--- src/rtl/scanseq_pkg.sv ---
package scanseq_pkg;
   typedef enum logic [1:0] {
      SQ_IDLE  = 2'd0,
      SQ_START = 2'd1,
      SQ_WAIT  = 2'd2,
      SQ_STORE = 2'd3
   } sq_state_e;
endpackage

--- src/rtl/scl_phase_tracker.sv ---
module scl_phase_tracker #(
   parameter int TRACK_RISE   = 8,
   parameter int SAMPLE_FALLS = 2
) (
   input  logic clk,
   input  logic rst_n,
   input  logic bus_start,
   input  logic scl_rise,
   input  logic scl_fall,
   input  logic addr_ok,
   input  logic ext_clk,
   output logic track_en,
   output logic sample_go
);
   localparam int RW = $clog2(TRACK_RISE + 2);
   localparam int FW = $clog2(SAMPLE_FALLS + 1);
   localparam logic [RW-1:0] RISE_ARM = RW'(TRACK_RISE - 1);
   localparam logic [RW-1:0] RISE_SAT = RW'(TRACK_RISE + 1);
   localparam logic [FW-1:0] FALL_LAST = FW'(SAMPLE_FALLS - 1);

   generate
      if (TRACK_RISE < 1) begin : g_bad_rise
         $error("TRACK_RISE must be at least 1");
      end
      if (SAMPLE_FALLS < 1) begin : g_bad_fall
         $error("SAMPLE_FALLS must be at least 1");
      end
   endgenerate

   logic [RW-1:0] rise_cnt;
   logic [FW-1:0] fall_cnt;
   logic          armed;

   assign sample_go = armed & scl_fall & (fall_cnt == FALL_LAST);
   assign track_en  = armed;

   always_ff @(posedge clk or negedge rst_n) begin
      if (!rst_n) begin
         rise_cnt <= '0;
         fall_cnt <= '0;
         armed    <= 1'b0;
      end else if (bus_start) begin
         rise_cnt <= '0;
         fall_cnt <= '0;
         armed    <= 1'b0;
      end else begin
         if (scl_rise && rise_cnt != RISE_SAT)
            rise_cnt <= rise_cnt + 1'b1;
         if (scl_rise && rise_cnt == RISE_ARM && addr_ok && !ext_clk) begin
            armed    <= 1'b1;
            fall_cnt <= '0;
         end else if (armed && scl_fall) begin
            if (fall_cnt == FALL_LAST)
               armed <= 1'b0;
            fall_cnt <= fall_cnt + 1'b1;
         end
      end
   end
endmodule

--- src/rtl/chan_stepper.sv ---
module chan_stepper #(
   parameter int NUM_CH       = 12,
   parameter bit SUPPORT_DIFF = 1'b1,
   parameter int CW           = 4,
   parameter int AW           = 4
) (
   input  logic          clk,
   input  logic          rst_n,
   input  logic          load,
   input  logic          adv,
   input  logic [CW-1:0] lim,
   input  logic          diff,
   output logic          cfg_ok,
   output logic          last,
   output logic [CW-1:0] pos,
   output logic [CW-1:0] neg,
   output logic          diff_q,
   output logic [AW-1:0] idx
);
   localparam logic [CW:0] CH_LIM = (CW+1)'(NUM_CH);

   logic [CW-1:0] code;
   logic [CW-1:0] lim_q;
   logic          diff_sel;
   logic          diff_r;

   assign cfg_ok = ({1'b0, lim} < CH_LIM);

   generate
      if (SUPPORT_DIFF) begin : g_diff
         if (NUM_CH % 2 != 0) begin : g_odd
            $error("Differential pairs need an even channel count");
         end
         assign diff_sel = diff;
         assign diff_q   = diff_r;
         assign neg      = diff_r ? {code[CW-1:1], ~code[0]} : '0;
         assign last     = diff_r ? (code[CW-1:1] == lim_q[CW-1:1])
                                  : (code == lim_q);
      end else begin : g_single
         assign diff_sel = 1'b0;
         assign diff_q   = 1'b0;
         assign neg      = '0;
         assign last     = (code == lim_q);
      end
   endgenerate

   assign pos = code;

   always_ff @(posedge clk or negedge rst_n) begin
      if (!rst_n) begin
         code   <= '0;
         lim_q  <= '0;
         diff_r <= 1'b0;
         idx    <= '0;
      end else if (load) begin
         code   <= diff_sel ? {{(CW-1){1'b0}}, lim[0]} : '0;
         lim_q  <= lim;
         diff_r <= diff_sel;
         idx    <= '0;
      end else if (adv) begin
         code   <= code + (diff_r ? CW'(2) : CW'(1));
         idx    <= idx + 1'b1;
      end
   end
endmodule

--- src/rtl/conv_watchdog.sv ---
module conv_watchdog #(
   parameter int TMO_CYC = 830
) (
   input  logic clk,
   input  logic rst_n,
   input  logic start,
   input  logic run,
   output logic expired
);
   generate
      if (TMO_CYC == 0) begin : g_off
         assign expired = 1'b0;
      end else begin : g_on
         localparam int TW = $clog2(TMO_CYC + 1);
         localparam logic [TW-1:0] CNT_END = TW'(TMO_CYC - 1);
         logic [TW-1:0] cnt;
         assign expired = run & (cnt == CNT_END);
         always_ff @(posedge clk or negedge rst_n) begin
            if (!rst_n)
               cnt <= '0;
            else if (start)
               cnt <= '0;
            else if (run && !expired)
               cnt <= cnt + 1'b1;
         end
      end
   endgenerate
endmodule

--- src/rtl/scan_seq_stretch.sv ---
module scan_seq_stretch #(
   parameter int NUM_CH       = 12,
   parameter int DW           = 12,
   parameter int TMO_CYC      = 830,
   parameter bit SUPPORT_DIFF = 1'b1,
   parameter int CW           = 4,
   parameter int AW           = 4
) (
   input  logic          clk,
   input  logic          rst_n,
   input  logic          bus_start,
   input  logic          scl_rise,
   input  logic          scl_fall,
   input  logic          rd_addr_ok,
   input  logic          cfg_ext_clk,
   input  logic [CW-1:0] cfg_scan_lim,
   input  logic          cfg_diff,
   input  logic          conv_done,
   input  logic [DW-1:0] conv_data,
   output logic          scl_hold,
   output logic          track_en,
   output logic          conv_start,
   output logic [CW-1:0] conv_pos,
   output logic [CW-1:0] conv_neg,
   output logic          conv_diff,
   output logic          mem_we,
   output logic [AW-1:0] mem_addr,
   output logic [DW-1:0] mem_wdata
);
   import scanseq_pkg::*;

   generate
      if (NUM_CH < 1 || NUM_CH > (1 << CW)) begin : g_bad_cw
         $error("CW too narrow for NUM_CH");
      end
      if (NUM_CH > (1 << AW)) begin : g_bad_aw
         $error("AW too narrow for NUM_CH");
      end
   endgenerate

   sq_state_e st, st_nx;
   logic      sample_go;
   logic      cfg_ok;
   logic      last;
   logic      wd_expired;
   logic      load, adv;
   logic [DW-1:0] data_q;

   scl_phase_tracker #(.TRACK_RISE(8), .SAMPLE_FALLS(2)) phase_i (
      .clk       (clk),
      .rst_n     (rst_n),
      .bus_start (bus_start),
      .scl_rise  (scl_rise),
      .scl_fall  (scl_fall),
      .addr_ok   (rd_addr_ok),
      .ext_clk   (cfg_ext_clk),
      .track_en  (track_en),
      .sample_go (sample_go)
   );

   assign load = (st == SQ_IDLE) && sample_go && cfg_ok;
   assign adv  = (st == SQ_STORE);

   chan_stepper #(
      .NUM_CH(NUM_CH), .SUPPORT_DIFF(SUPPORT_DIFF), .CW(CW), .AW(AW)
   ) step_i (
      .clk    (clk),
      .rst_n  (rst_n),
      .load   (load),
      .adv    (adv),
      .lim    (cfg_scan_lim),
      .diff   (cfg_diff),
      .cfg_ok (cfg_ok),
      .last   (last),
      .pos    (conv_pos),
      .neg    (conv_neg),
      .diff_q (conv_diff),
      .idx    (mem_addr)
   );

   conv_watchdog #(.TMO_CYC(TMO_CYC)) wd_i (
      .clk     (clk),
      .rst_n   (rst_n),
      .start   (st == SQ_START),
      .run     (st == SQ_WAIT),
      .expired (wd_expired)
   );

   always_comb begin
      st_nx = st;
      unique case (st)
         SQ_IDLE:  if (load) st_nx = SQ_START;
         SQ_START: st_nx = SQ_WAIT;
         SQ_WAIT: begin
            if (conv_done)       st_nx = SQ_STORE;
            else if (wd_expired) st_nx = SQ_IDLE;
         end
         SQ_STORE: st_nx = last ? SQ_IDLE : SQ_START;
         default:  st_nx = SQ_IDLE;
      endcase
   end

   always_ff @(posedge clk or negedge rst_n) begin
      if (!rst_n) begin
         st     <= SQ_IDLE;
         data_q <= '0;
      end else begin
         st <= st_nx;
         if (st == SQ_WAIT && conv_done)
            data_q <= conv_data;
      end
   end

   assign scl_hold   = (st != SQ_IDLE);
   assign conv_start = (st == SQ_START);
   assign mem_we     = (st == SQ_STORE);
   assign mem_wdata  = data_q;
endmodule

--- config.mk ---
export PLATFORM = sky130hd
export DESIGN_NAME = scan_seq_stretch
export DESIGN_NICKNAME = d
export VERILOG_FILES = /design/src/rtl/scanseq_pkg.sv /design/src/rtl/scl_phase_tracker.sv /design/src/rtl/chan_stepper.sv /design/src/rtl/conv_watchdog.sv /design/src/rtl/scan_seq_stretch.sv
export SDC_FILE = /design/constraint.sdc
export NUM_CORES = 1
export LEC_CHECK = 0
export ABC_AREA = 1
export BUFFER_PORTS_ARGS = -buffer_cell sky130_fd_sc_hd__buf_4
export CELL_PAD_IN_SITES_DETAIL_PLACEMENT = 1
export CELL_PAD_IN_SITES_GLOBAL_PLACEMENT = 1
export CORE_MARGIN = 2
export CORE_UTILIZATION = 44
export CTS_BUF_LIST = sky130_fd_sc_hd__clkbuf_4
export CTS_CLUSTER_SIZE = 40
export DETAILED_ROUTE_END_ITERATION = 8
export GPL_TIMING_DRIVEN = 0
export PLACE_DENSITY_LB_ADDON = 0.1
export SLEW_MARGIN = 15
export SYNTH_ARGS = -nofsm -noshare
export SYNTH_HDL_FRONTEND = slang
export SYNTH_HIERARCHICAL = 1
export SYNTH_SLANG_ARGS = --single-unit
--- constraint.sdc ---
create_clock -name clk -period 3.15 [get_ports clk]
set_input_delay 0.1575 -clock clk [delete_from_list [all_inputs] [get_ports clk]]
set_output_delay 0.1575 -clock clk [all_outputs]
set_load 0.01 [all_outputs]
==> impl_metrics.tcl <==
set metrics [dict create \
    cts-root-buf "clkbuf_4" \
    cpMaxStageDelayCell "dfrtp_1" \
    syn_area_per_cell_um2 7.74 \
    first_global_vias 2322 \
    area_growth_pct 26.2 \
    place.gp.congestion 0.769 \
    drc 0 \
    num_vias 2251 \
    die-height_um 78.4 \
    slowest_delay_ns 0.46 \
    finalMaxSlewViolations 0 \
    synth_edf_count 0 \
    fin_crit_sh 0.529 \
    ys_ff_latch 44 \
    cts_tree "built" \
    start_kind "flop" \
    die_area_um2 6150 \
    finalNetCount 417 \
    drt-initial-drc-count 79 \
    fin_crit_ns 1.67 \
    drt-total-wl_mm 5.96 \
    cts.sinks 44 \
    initial_core_util 0.448 \
    grtUsageTotal 0.217 \
    cp_max_fo 8 \
    core_area_um2 5440 \
    synth_cell_types 26 \
    ant_nets 0 \
    grt_pass1_wl_mm 10.6 \
    skew_ns 0.0161 \
    slew_headroom 0.618 \
    ys.flop_type "dfrtp_1" \
    antenna_found_initial 0 \
    utilization 0.566 \
    dieWidth_um 78.4 \
    numCtsBuffers 5 \
    tns_ns 0 \
    synth_cells 315 \
    portBuffers 53 \
    maxCapViolCount 0 \
    cts-htree-levels 2 \
    ir_worst_vdd_v 0.000321 \
    clk_latency_ns 0.37 \
    viasPerCell 4.95 \
    core.rowCount 27 \
    cts_buffer_depth 2 \
    grt-ovfl-total 0 \
    status "finished, final reports clean" \
    cp.required_ns 3.41 \
    cp-end-kind "flop" \
    wl_per_cell_um 13.1 \
    path_class "reg -> reg" \
    diodes 0 \
    leakagePower_nw 1.66 \
    ys_seq_area_frac 0.452 \
    ioPinCount 54 \
    first_pass_iters 4 \
    cp.arrival_ns 1.92 \
    dpl.hpwl_mm 4.36 \
    grt_max_degree 45 \
    fmax_ghz 0.600 \
    synth.net_count 350 \
    setup_violations 0 \
    crit_chain "inv_1, nor2_1, inv_1, nand2_4, clkinv_4, nand2_1, nand2_1" \
    cellPowerDensity_nw_per_um2 732 \
    rsz0062_at_grt "false" \
    drive_above_1_share 0.225 \
    finalHoldViolCount 0 \
    synthesis.area_um2 2440 \
    hp-class "in -> reg" \
    clk_pin_slew_ns 0.13 \
    async_flop_share 1.00 \
    worstMarginPinSlew_ns 0.573 \
    synth_warnings 6 \
]
## cell usage after synthesis, types with 3 or more instances
cell type	number	area (um2)
nand3_1	25	125
inv_2	4	15.0
nand2_4	3	33.8
inv_1	36	135
a21oi_1	7	35.0
nand2_1	102	383
o21ai_0	9	45.0
nor2_1	33	124
o21ai_1	5	25.0
dfrtp_1	44	1100
nand4_1	11	68.8
ha_1	9	113
buf_6	4	45.0
nand3_2	3	30.0
nand2_2	4	25.0
## registers in the layout, indices dropped and copies added, names as in the netlist
signal and flops:
phase_i/fall_cnt 2, phase_i/rise_cnt 4, step_i/lim_q 4, step_i/diff_q 1, step_i/pos 4, wd_i/g_on.cnt 10, step_i/idx 4, phase_i/track_en 1
st 2, mem_wdata 12
## per-stage QoR
step                power (mW)  instances  worst slack, ns  hold WS (ns)  area (um2)
finish                    2.25        455             1.48        0.0120        3080
global route              2.46        455             1.29       0.00103        3080
floorplan                 1.46        315             1.70        -0.138        2440
global placement          1.86        440             1.52         0.202        2930
detailed placement        1.91        440             1.46         0.202        2930
CTS                       2.29        453             1.44      0.000257        3060
## logic make-up after synthesis
group,synth area share
flops,0.452
buf+inv,0.0857
simple gates,0.348
fa+ha+maj,0.0544
xor+xnor,0.0144
compound gates,0.0462
## worst paths after layout
kind                                  from                to  slack [ns]  cells after the start
hold / removal             cfg_scan_lim[3]   step_i/lim_q[3]        0.01                      3
max in group asynchronous            rst_n  phase_i/track_en        2.44                      2
hold reg to reg              mem_wdata[10]     mem_wdata[10]        0.49                      2
min in group asynchronous            rst_n     step_i/pos[3]        0.31                      2
setup / recovery                     st[0]  wd_i/g_on.cnt[2]        1.48                      7
setup reg to reg                     st[0]  wd_i/g_on.cnt[2]        1.48                      7
## per-layer routing
metal	wire, um	up-vias	part of all wire	GRT usage
met5	0	-	0	0
met4	87	0	0.015	0.0579
met3	169	12	0.028	0.0345
met2	3150	32	0.53	0.384
met1	2550	1086	0.43	0.277
li1	-	1121	-	-
## where the power goes
group	internal, mW	switching, mW	leakage (nW)
sequential	0.723	0.155	0.545
combinational	0.446	0.562	1.07
clock	0.175	0.190	0.0456
## critical path, delay by kind of cell, from the launching register on
family                 cells  cell delay, ns
flip-flops                 1            0.46
buffers and inverters      3            0.46
AND/OR/NAND/NOR            4            0.63
## repair_timing
item | in CTS | in global routing
hold buffers | 5 | 2
endpoints found under the hold margin | 48 | 2
resized for setup | 0 | 0
setup buffers | 0 | 0
## layout make-up
class | count | area [um2]
timing repair buffer | 60 | 468
sequential | 44 | 1100
tap | 72 | 90.1
buffer | 5 | 50.0
fill | 699 | 2360
clock inverter | 2 | 35.0
multi-input combinational | 225 | 1130
clock buffer | 6 | 45.0
inverter | 41 | 159
## cells in the final DEF, fill, tap and decap left out, types with 7 or more instances in the layout
cell type and instances:
o21ai_0 9, nor2_1 33, dfrtp_1 44, inv_1 36, ha_1 9, nand3_1 25
nand2_1 102, dlygate4sd3_1 7, nand4_1 11, a21oi_1 7, buf_4 53
No activity file was read; power rests on OpenSTA's default activity.
